File: src/rtl/int2hf_pkg.sv
package int2hf_pkg;

    localparam int MAG_W    = 16;
    localparam int MAN_W    = 10;
    localparam int EXP_W    = 5;
    localparam int EXP_BIAS = 15;
    localparam int HF_W     = 1 + EXP_W + MAN_W;

    typedef enum logic [1:0] {
        CVT_UBYTE = 2'b00,
        CVT_SBYTE = 2'b01,
        CVT_UHALF = 2'b10,
        CVT_SHALF = 2'b11
    } cvt_mode_e;

    typedef struct packed {
        logic             neg;
        logic [MAG_W-1:0] mag;
    } int_operand_t;

    typedef struct packed {
        logic             sign;
        logic [EXP_W-1:0] expo;
        logic [MAN_W-1:0] man;
    } half_t;

    function automatic logic is_half_mode(cvt_mode_e m);
        return m[1];
    endfunction

    function automatic logic is_signed_mode(cvt_mode_e m);
        return m[0];
    endfunction

    // Sign/magnitude split of a byte or halfword lane.
    function automatic int_operand_t make_operand(logic [15:0] raw, logic sgn, logic byte_lane);
        logic signed [16:0] v;
        logic signed [16:0] av;
        int_operand_t       o;
        if (byte_lane)
            v = sgn ? {{9{raw[7]}}, raw[7:0]} : {9'b0, raw[7:0]};
        else
            v = sgn ? {raw[15], raw} : {1'b0, raw};
        av    = v[16] ? -v : v;
        o.neg = v[16];
        o.mag = av[15:0];
        return o;
    endfunction

endpackage

File: src/rtl/int2hf_lzd.sv
module int2hf_lzd #(
    parameter int W = 16
) (
    input  logic [W-1:0]         vec,
    output logic [$clog2(W)-1:0] pos,
    output logic                 found
);
    localparam int PW = $clog2(W);

    always_comb begin
        pos   = '0;
        found = 1'b0;
        for (int i = 0; i < W; i++) begin
            if (vec[i]) begin
                pos   = PW'(i);
                found = 1'b1;
            end
        end
    end
endmodule

File: src/rtl/int2hf_lane.sv
module int2hf_lane
    import int2hf_pkg::*;
(
    input  int_operand_t op,
    output half_t        res,
    output logic         inexact
);
    localparam int PW   = $clog2(MAG_W);
    localparam int DROP = MAG_W - 1 - MAN_W;

    logic [PW-1:0]    msb;
    logic             nz;
    logic [MAG_W-1:0] norm;
    logic [MAN_W:0]   sig;
    logic             guard, sticky, round_up;
    logic [MAN_W+1:0] sig_r;
    logic             carry;
    logic [EXP_W:0]   exp_pre;

    int2hf_lzd #(.W(MAG_W)) u_lzd (
        .vec  (op.mag),
        .pos  (msb),
        .found(nz)
    );

    always_comb begin
        norm     = op.mag << (PW'(MAG_W - 1) - msb);
        sig      = norm[MAG_W-1 -: MAN_W+1];
        guard    = norm[DROP-1];
        sticky   = |norm[DROP-2:0];
        round_up = guard & (sticky | sig[0]);
        sig_r    = {1'b0, sig} + {{(MAN_W+1){1'b0}}, round_up};
        carry    = sig_r[MAN_W+1];
        exp_pre  = {{(EXP_W+1-PW){1'b0}}, msb} + (EXP_W+1)'(EXP_BIAS)
                   + {{EXP_W{1'b0}}, carry};

        res      = '0;
        inexact  = 1'b0;
        if (nz) begin
            res.sign = op.neg;
            inexact  = guard | sticky;
            if (exp_pre >= (EXP_W+1)'((1 << EXP_W) - 1)) begin
                res.expo = '1;
                res.man  = '0;
            end else begin
                res.expo = exp_pre[EXP_W-1:0];
                res.man  = carry ? sig_r[MAN_W:1] : sig_r[MAN_W-1:0];
            end
        end
    end

    always_comb begin

        no_nan_chk: assert (!(res.expo == '1 && res.man != '0));

        exact_small_chk: assert (!(inexact && op.mag <= 16'd2048));
    end
endmodule

File: src/rtl/int2hf_operand_mux.sv
module int2hf_operand_mux
    import int2hf_pkg::*;
#(
    parameter int GROUPS = 4
) (
    input  logic [32*GROUPS-1:0]           src,
    input  cvt_mode_e                      mode,
    output int_operand_t [2*GROUPS-1:0]    ops_first,
    output int_operand_t [2*GROUPS-1:0]    ops_second
);
    localparam int HLANES = 2 * GROUPS;

    logic half_sel, sgn;
    assign half_sel = is_half_mode(mode);
    assign sgn      = is_signed_mode(mode);

    for (genvar j = 0; j < HLANES; j++) begin : g_lane
        localparam int B_FIRST  = 4 * (j / 2) + (j % 2);
        localparam int B_SECOND = B_FIRST + 2;

        assign ops_first[j] = half_sel
            ? make_operand(src[16*j +: 16], sgn, 1'b0)
            : make_operand({8'b0, src[8*B_FIRST +: 8]}, sgn, 1'b1);

        assign ops_second[j] = half_sel
            ? int_operand_t'('0)
            : make_operand({8'b0, src[8*B_SECOND +: 8]}, sgn, 1'b1);
    end
endmodule

File: src/rtl/int2hf_widen.sv
module int2hf_widen
    import int2hf_pkg::*;
#(
    parameter int GROUPS = 4
) (
    input  logic                   clk,
    input  logic                   rst,
    input  logic                   in_valid,
    input  logic [1:0]             mode,
    input  logic [32*GROUPS-1:0]   src,
    output logic                   out_valid,
    output logic [32*GROUPS-1:0]   res_first,
    output logic [32*GROUPS-1:0]   res_second,
    output logic                   inexact
);
    localparam int HLANES = 2 * GROUPS;
    localparam int W      = 32 * GROUPS;

    int_operand_t [HLANES-1:0] ops_first, ops_second;
    half_t        [HLANES-1:0] hf_first, hf_second;
    logic         [HLANES-1:0] ix_first, ix_second;

    int2hf_operand_mux #(.GROUPS(GROUPS)) u_mux (
        .src       (src),
        .mode      (cvt_mode_e'(mode)),
        .ops_first (ops_first),
        .ops_second(ops_second)
    );

    for (genvar j = 0; j < HLANES; j++) begin : g_cvt
        int2hf_lane u_first (
            .op     (ops_first[j]),
            .res    (hf_first[j]),
            .inexact(ix_first[j])
        );
        int2hf_lane u_second (
            .op     (ops_second[j]),
            .res    (hf_second[j]),
            .inexact(ix_second[j])
        );
    end

    logic [W-1:0] first_d, second_d;
    logic         inexact_d;

    always_comb begin
        first_d   = hf_first;
        second_d  = hf_second;
        inexact_d = (|ix_first) | (|ix_second);
    end

    always_ff @(posedge clk) begin
        if (rst) begin
            out_valid  <= 1'b0;
            res_first  <= '0;
            res_second <= '0;
            inexact    <= 1'b0;
        end else begin
            out_valid <= in_valid;
            if (in_valid) begin
                res_first  <= first_d;
                res_second <= second_d;
                inexact    <= inexact_d;
            end
        end
    end


    half_second_zero_chk: assert property (@(posedge clk) disable iff (rst)
        (in_valid && mode[1]) |=> (res_second == '0));

    byte_exact_chk: assert property (@(posedge clk) disable iff (rst)
        (in_valid && !mode[1]) |=> !inexact);

    zero_in_chk: assert property (@(posedge clk) disable iff (rst)
        (in_valid && src == '0) |=> (res_first == '0 && res_second == '0 && !inexact));

    hold_chk: assert property (@(posedge clk) disable iff (rst)
        !in_valid |=> ($stable(res_first) && $stable(res_second) && $stable(inexact) && !out_valid));
endmodule

File: config.mk
export PLATFORM = sky130hd
export DESIGN_NAME = int2hf_widen
export DESIGN_NICKNAME = d
export VERILOG_FILES = /design/src/rtl/int2hf_pkg.sv /design/src/rtl/int2hf_lzd.sv /design/src/rtl/int2hf_lane.sv /design/src/rtl/int2hf_operand_mux.sv /design/src/rtl/int2hf_widen.sv
export SDC_FILE = /design/constraint.sdc
export NUM_CORES = 2
export LEC_CHECK = 0
export ABC_CLOCK_PERIOD_IN_PS = 7410
export CAP_MARGIN = 25
export CORE_ASPECT_RATIO = 1.25
export CORE_MARGIN = 5
export CORE_UTILIZATION = 45
export DETAILED_ROUTE_END_ITERATION = 16
export DONT_BUFFER_PORTS = 1
export GPL_TIMING_DRIVEN = 0
export PLACE_DENSITY = 0.67
export SLEW_MARGIN = 0
export SYNTH_ARGS = -nofsm -noshare
export SYNTH_HDL_FRONTEND = slang
export SYNTH_SLANG_ARGS = --single-unit
File: constraint.sdc
create_clock -name clk -period 7.41 [get_ports clk]
set_input_delay 0 -clock clk [delete_from_list [all_inputs] [get_ports clk]]
set_output_delay 0 -clock clk [all_outputs]
set_load 0.02 [all_outputs]
## Word-level counts from Yosys, hierarchy flattened

Index checks and enable logic that the tools add are counted.

| storage, ports and cells | value |
|---|---|
| ROM bits | 0 |
| logic and storage cells | 815 |
| bits in latches | 0 |
| RAM bits | 0 |
| bits in registers | 258 |
| memories | 0 |
| output and inout port bits | 258 |

| operators by class | value |
|---|---|
| div/mod/pow operators | 0 |
| mux-type cells | 624 |
| $add $sub $neg | 88 |
| shift operators | 16 |
| equality and inequality tests | 0 |
| bitwise operators | 49 |
| order comparisons | 16 |
| reductions and logical operators | 18 |
| $mul | 0 |

Operators by type and width:

| cell | count |
|---|---|
| 2-to-1 mux 4 bit | 224 |
| 2-to-1 mux 17 bit | 40 |
| 2-to-1 mux 16 bit | 40 |
| negation 16 bit | 24 |
| 2-to-1 mux 1 bit | 288 |
| left shift 16 x 4 -> 16 bit | 16 |
| 2-to-1 mux 15 bit | 16 |
| adder 11 x 1 -> 12 bit | 16 |
| 2-to-1 mux 10 bit | 16 |
| adder 6 x 1 -> 6 bit | 16 |
| greater-or-equal comparator 6 x 5 -> 1 bit, second input constant | 16 |
| adder 4 x 4 -> 5 bit, second input constant | 16 |
| OR reduction 4 bit | 16 |
| subtractor 4 bit, first input constant | 16 |
| OR 1 bit | 33 |
| bitwise AND 1 bit | 16 |
| OR reduction 8 bit | 2 |

## Longest topological paths before layout

| logic depth | value |
|---|---|
| depth after elaboration | 29 |
| gate-level depth with buffers | 31 |
| mapped depth without buffers | 24 |

## Cells and area by module

A second synthesis with hierarchy kept.

| unflattened totals | value |
|---|---|
| cell total of the unflattened synthesis | 4886 |
| area total of the unflattened synthesis | 39105.0 um2 |

By module, submodules not included:

| module | cells each | sequential area each (um2) | times used | area an instance (um2) |
|---|---|---|---|---|
| int2hf_lane | 166 | 0.0 | 16 | 1341.3 |
| int2hf_widen | 837 | 5165.0 | 1 | 9371.5 |
| int2hf_operand_mux | 929 | 0.0 | 1 | 5690.5 |
| int2hf_lzd | 29 | 0.0 | 16 | 161.4 |

## Worst setup path before layout

No wires, ideal clock.

| path | value |
|---|---|
| path kind | input to register |
| from | input src[17] |
| to | register res_first[23] |
| path slack | 1.485 ns |
| data arrival time | 5.794 ns |
| stages on the path | 25 |
| cells stage by stage | clkbuf_1 inv_1 ha_1 nor3b_1 a31oi_1 mux2_2 a2111oi_1 a21o_1 buf_4 inv_2 buf_4 mux2i_1 a211oi_1 o311ai_1 and4bb_1 nand2_1 inv_1 ha_1 ha_1 nand2_1 a2111oi_0 a211oi_1 and2_1 a221oi_1 o31ai_1 |

| between the ends | value |
|---|---|
| longest elaborated chain between the ends | 29 |

Ends and longest elaborated chain:

| what | line | RTL |
|---|---|---|
| start, declared | int2hf_widen.sv:10 | `input logic [32*GROUPS-1:0] src,` |
| 2-to-1 mux 17 bit * | int2hf_pkg.sv:43 | `v = sgn ? {raw[15], raw} : {1'b0, raw};` |
| negation 16 bit | int2hf_pkg.sv:44 | `av = v[16] ? -v : v;` |
| 2-to-1 mux 16 bit * | int2hf_pkg.sv:44 |  |
| 2-to-1 mux 17 bit * | int2hf_operand_mux.sv:22 | `? make_operand(src[16*j +: 16], sgn, 1'b0)` |
| 2-to-1 mux 1 bit | int2hf_lzd.sv:14 | `if (vec[i]) begin` |
| 2-to-1 mux 4 bit (14 in series) | int2hf_lzd.sv:14 |  |
| subtractor 4 bit | int2hf_lane.sv:27 | `norm = op.mag << (PW'(MAG_W - 1) - msb);` |
| left shift 16 x 4 -> 16 bit | int2hf_lane.sv:27 |  |
| OR reduction 4 bit | int2hf_lane.sv:30 | `sticky = \|norm[DROP-2:0];` |
| OR 1 bit | int2hf_lane.sv:31 | `round_up = guard & (sticky \| sig[0]);` |
| bitwise AND 1 bit | int2hf_lane.sv:31 |  |
| adder 11 x 1 -> 12 bit | int2hf_lane.sv:32 | `sig_r = {1'b0, sig} + {{(MAN_W+1){1'b0}}, round_up};` |
| adder 6 x 1 -> 6 bit | int2hf_lane.sv:35 | `+ {{EXP_W{1'b0}}, carry};` |
| greater-or-equal comparator 6 x 5 -> 1 bit | int2hf_lane.sv:42 | `if (exp_pre >= (EXP_W+1)'((1 << EXP_W) - 1)) begin` |
| 2-to-1 mux 15 bit | int2hf_lane.sv:42 |  |
| 2-to-1 mux 16 bit * | int2hf_lane.sv:39 | `if (nz) begin` |
| end signal, assigned | int2hf_widen.sv:61 | `res_first <= first_d;` |
| end, declared | int2hf_widen.sv:12 | `output logic [32*GROUPS-1:0] res_first,` |

Every way passes the cells marked *; elsewhere a longest branch is shown, timed or not.
A chain may end at the register's enable or synchronous reset.

## Worst setup path after layout

| path | value |
|---|---|
| from | input mode[1] |
| to | register res_first[114] |

| between the ends | value |
|---|---|
| longest elaborated chain between the ends | 26 |

Ends and longest elaborated chain:

| what | line | RTL |
|---|---|---|
| start, declared | int2hf_widen.sv:9 | `input logic [1:0] mode,` |
| 2-to-1 mux 17 bit * | int2hf_operand_mux.sv:22 |  |
| 2-to-1 mux 1 bit | int2hf_lzd.sv:14 |  |
| 2-to-1 mux 4 bit (14 in series) | int2hf_lzd.sv:14 |  |
| subtractor 4 bit | int2hf_lane.sv:27 |  |
| left shift 16 x 4 -> 16 bit | int2hf_lane.sv:27 |  |
| OR reduction 4 bit | int2hf_lane.sv:30 |  |
| OR 1 bit | int2hf_lane.sv:31 |  |
| bitwise AND 1 bit | int2hf_lane.sv:31 |  |
| adder 11 x 1 -> 12 bit | int2hf_lane.sv:32 |  |
| adder 6 x 1 -> 6 bit | int2hf_lane.sv:35 |  |
| greater-or-equal comparator 6 x 5 -> 1 bit | int2hf_lane.sv:42 |  |
| 2-to-1 mux 15 bit | int2hf_lane.sv:42 |  |
| 2-to-1 mux 16 bit * | int2hf_lane.sv:39 |  |

Marked as above.

==> run_results.csv <==
group,metric,value,unit
setup_path,start_kind,"input pin",
die,ioPinCount,391,
timing,rsz0062_at_grt,"false",
timing,hold-worst-slack,0.0513,ns
global_routing,grtUsageTotal,0.356,
setup_path,cp_common_cell,"buf_4",
synth,synth-xor-area-share,0.0623,
place,gp_congestion,1.05,
detailed_routing,via_count,35534,
timing,layout_min_cycle_time,7.19,ns
global_routing,antenna_found_initial,18,
detailed_routing,routed_wl,139000,um
detailed_routing,drc,0,
power,p_total,0.00662,W
setup_path,path_max_fanout,10,
global_routing,overflow,0,
power,ir_drop,0.185,mV
timing,setup_violations,0,
timing,tightest_slew,1.13,ns
synth,synth-simple-area-share,0.267,
timing,setup_ws,0.220,ns
synth,synth-warning-count,0,
power,leakage,12.6,nW
detailed_routing,wire_per_inst,26.8,um
die,initial_core_util,0.454,
setup_path,end_kind,"flop",
detailed_routing,vias_per_cell,6.85,
clock_tree,htreeDepth,1,
job,maxCapViolCount,0,
die,die_h,300,um
finish,final_common_cell,"nand2_1",
synth,ys_top_cells_by_area,"dfxtp_1 (17%), nand2_1 (5.2%), mux2i_1 (4.7%), nor2_1 (4.6%), o21ai_0 (4.4%)",
clock_tree,clock_latency,0.63,ns
timing,hold_viol,0,
clock_tree,cts_buffer_depth,3,
synth,synth.cell_area,0.0304,mm^2
detailed_routing,first_iter_violations,4037,
synth,synth_top_area_cell,"dfxtp_1",
clock_tree,cts_tree,"yes",
global_routing,grt_max_degree,20,
setup_path,worst_path_max_delay_cell,"buf_2",
die,die_area,0.0728,mm^2
clock_tree,cts_root_buffer,"clkbuf_16",
clock_tree,cts_setup_buffers,0,
finish,syn_to_final_growth,8.93,%
synth,synth-main-ff-cell,"dfxtp_1",
place,place_inst,5093,
timing,slew_violations,0,
detailed_routing,dr.pass1.iters,7,
synth,synth_top_area_share,0.170,
die,core-area,0.0668,mm^2
finish,final_util,0.495,
timing,finalCritPeriodShare,0.970,
setup_path,worstSetupPathType,"input pin to flop",
die,die_w,242,um
synth,synth_top_family_by_area,"compound AO/OA/AOI/OAI gates",
finish,drive_above_1_share,0.0765,
synth,synthAdderAreaFrac,0.0333,
synth,synthCells,4197,
synth,synth_compound_area_frac,0.338,
setup_path,slowest_delay,0.58,ns
timing,slew_headroom,0.241,
synth,synth_seq_area_share,0.170,
synth,synth_edf_count,0,
die,core.rowCount,106,
setup_path,arrival,7.69,ns
min_path,hold_class,"input pin to flop",
clock_tree,clkTransAtPathRegs,0.06,ns
run_status,status,"finished clean",
synth,synth_mux_area_frac,0.0733,
place,hpwl,108000,um
power,powerDensity,200,mW/mm^2
synth,ys_seq_elements,258,
place,place_ws,-1.14,ns
synth,synth-async-reset-ratio,0,
detailed_routing,antenna_left,0,
place,port_buffers,0,
timing,fmax,0.139,GHz
timing,fin_skew,0,ns
setup_path,cp.required,7.91,ns
global_routing,grt_pass1_wl,206000,um
finish,nets,4503,
finish,instances_no_fill,5190,
global_routing,grt_pass1_vias,33006,
finish,final_cell_mix,"nand2_1 (419), nor2_1 (374), o21ai_0 (264), a21oi_1 (258), dfxtp_1 (258)",
synth,synth.distinct_cells,116,
synth,avgSynthCellArea,7.23,um^2
clock_tree,cts_made_buffers,28,
clock_tree,clock-sinks,258,
[per-layer routing]
layer	track usage	share of wire	up-vias
met1	0.425	0.38	16782
met5	0	0.00024	-
li1	-	-	16219
met4	0.187	0.062	4
met3	0.126	0.12	448
met2	0.562	0.43	2081
[what timing repair did]
action                                  in CTS  in global routing
hold buffers                                32                  0
endpoints found under the setup margin      15                 33
resized for setup                            0                  7
endpoints found under the hold margin       34                  0
[critical path, delay by kind of cell]
| family | cells | cell delay [ns] |
|---|---|---|
| AO/OA/AOI/OAI | 6 | 1.52 |
| buffers and inverters | 14 | 4.21 |
| AND/OR/NAND/NOR | 7 | 1.30 |
| XOR/XNOR | 1 | 0.12 |
| adder cells (fa/ha/maj) | 2 | 0.46 |
[cell families (layout without fill, tap and decap cells)]
| group | Yosys count | after routing |
|---|---|---|
| compound gates | 1445 | 1445 |
| flops | 258 | 258 |
| buf+inv | 394 | 485 |
| fa+ha+maj | 81 | 81 |
| xor+xnor | 216 | 216 |
| other cells | 1 | 39 |
| mux | 212 | 212 |
| simple gates | 1590 | 1590 |
[sequential cells by signal, summed over array words and instances (netlist names)]
signal / count
inexact: 1
out_valid: 1
res_first: 128
res_second: 128
[final cells by class]
class                   count  area, um^2
diodes                     15        37.5
plain buffers             256        1180
clock buffers              35         777
clock inverters            16         238
fillers                  6906       33800
inverters                 135         509
multi-input cells        3568       23600
flip-flops and latches    258        5160
well taps                 864        1080
repair buffers             43         482
[per-stage QoR]
step | area (um^2) | setup TNS, ns
3_3_place_gp | 31500 | -21.94
3_5_place_dp | 31700 | -20.28
6_report | 33100 | 0
4_1_cts | 33000 | 0
2_1_floorplan | 30400 | 0
5_1_grt | 33000 | 0
[worst paths after layout]
path | from | end | slack [ns] | depth (start not counted)
worst max-delay path | mode[1] | res_first[114] | 0.22 | 30
worst min-delay path | src[24] | res_second[19] | 0.05 | 3
worst max register to register | res_second[105] | res_second[105] | 6.09 | 2
worst min register to register | res_first[13] | res_first[13] | 0.55 | 2
[where the power goes]
part	leakage, nW	switching (W)	internal (W)	total, W
Sequential	2.11	0.000330	0.00154	0.00187
Combinational	10.0	0.00204	0.00112	0.00316
Clock	0.487	0.000666	0.000919	0.00158
Total	12.6	0.00304	0.00358	0.00662
[synthesized netlist by cell type, types with 66 or more instances]
cell type,n
nor2_1,374
clkbuf_1,157
dfxtp_1,258
and2_1,70
xor2_1,91
nand2_1,419
a211oi_1,69
inv_1,126
a22o_1,110
mux2_2,66
mux2i_1,143
nand3_1,127
nor3_1,148
a21oi_1,258
o21ai_0,265
xnor2_1,125
ha_1,80
Power figures use the tool's default switching activity.
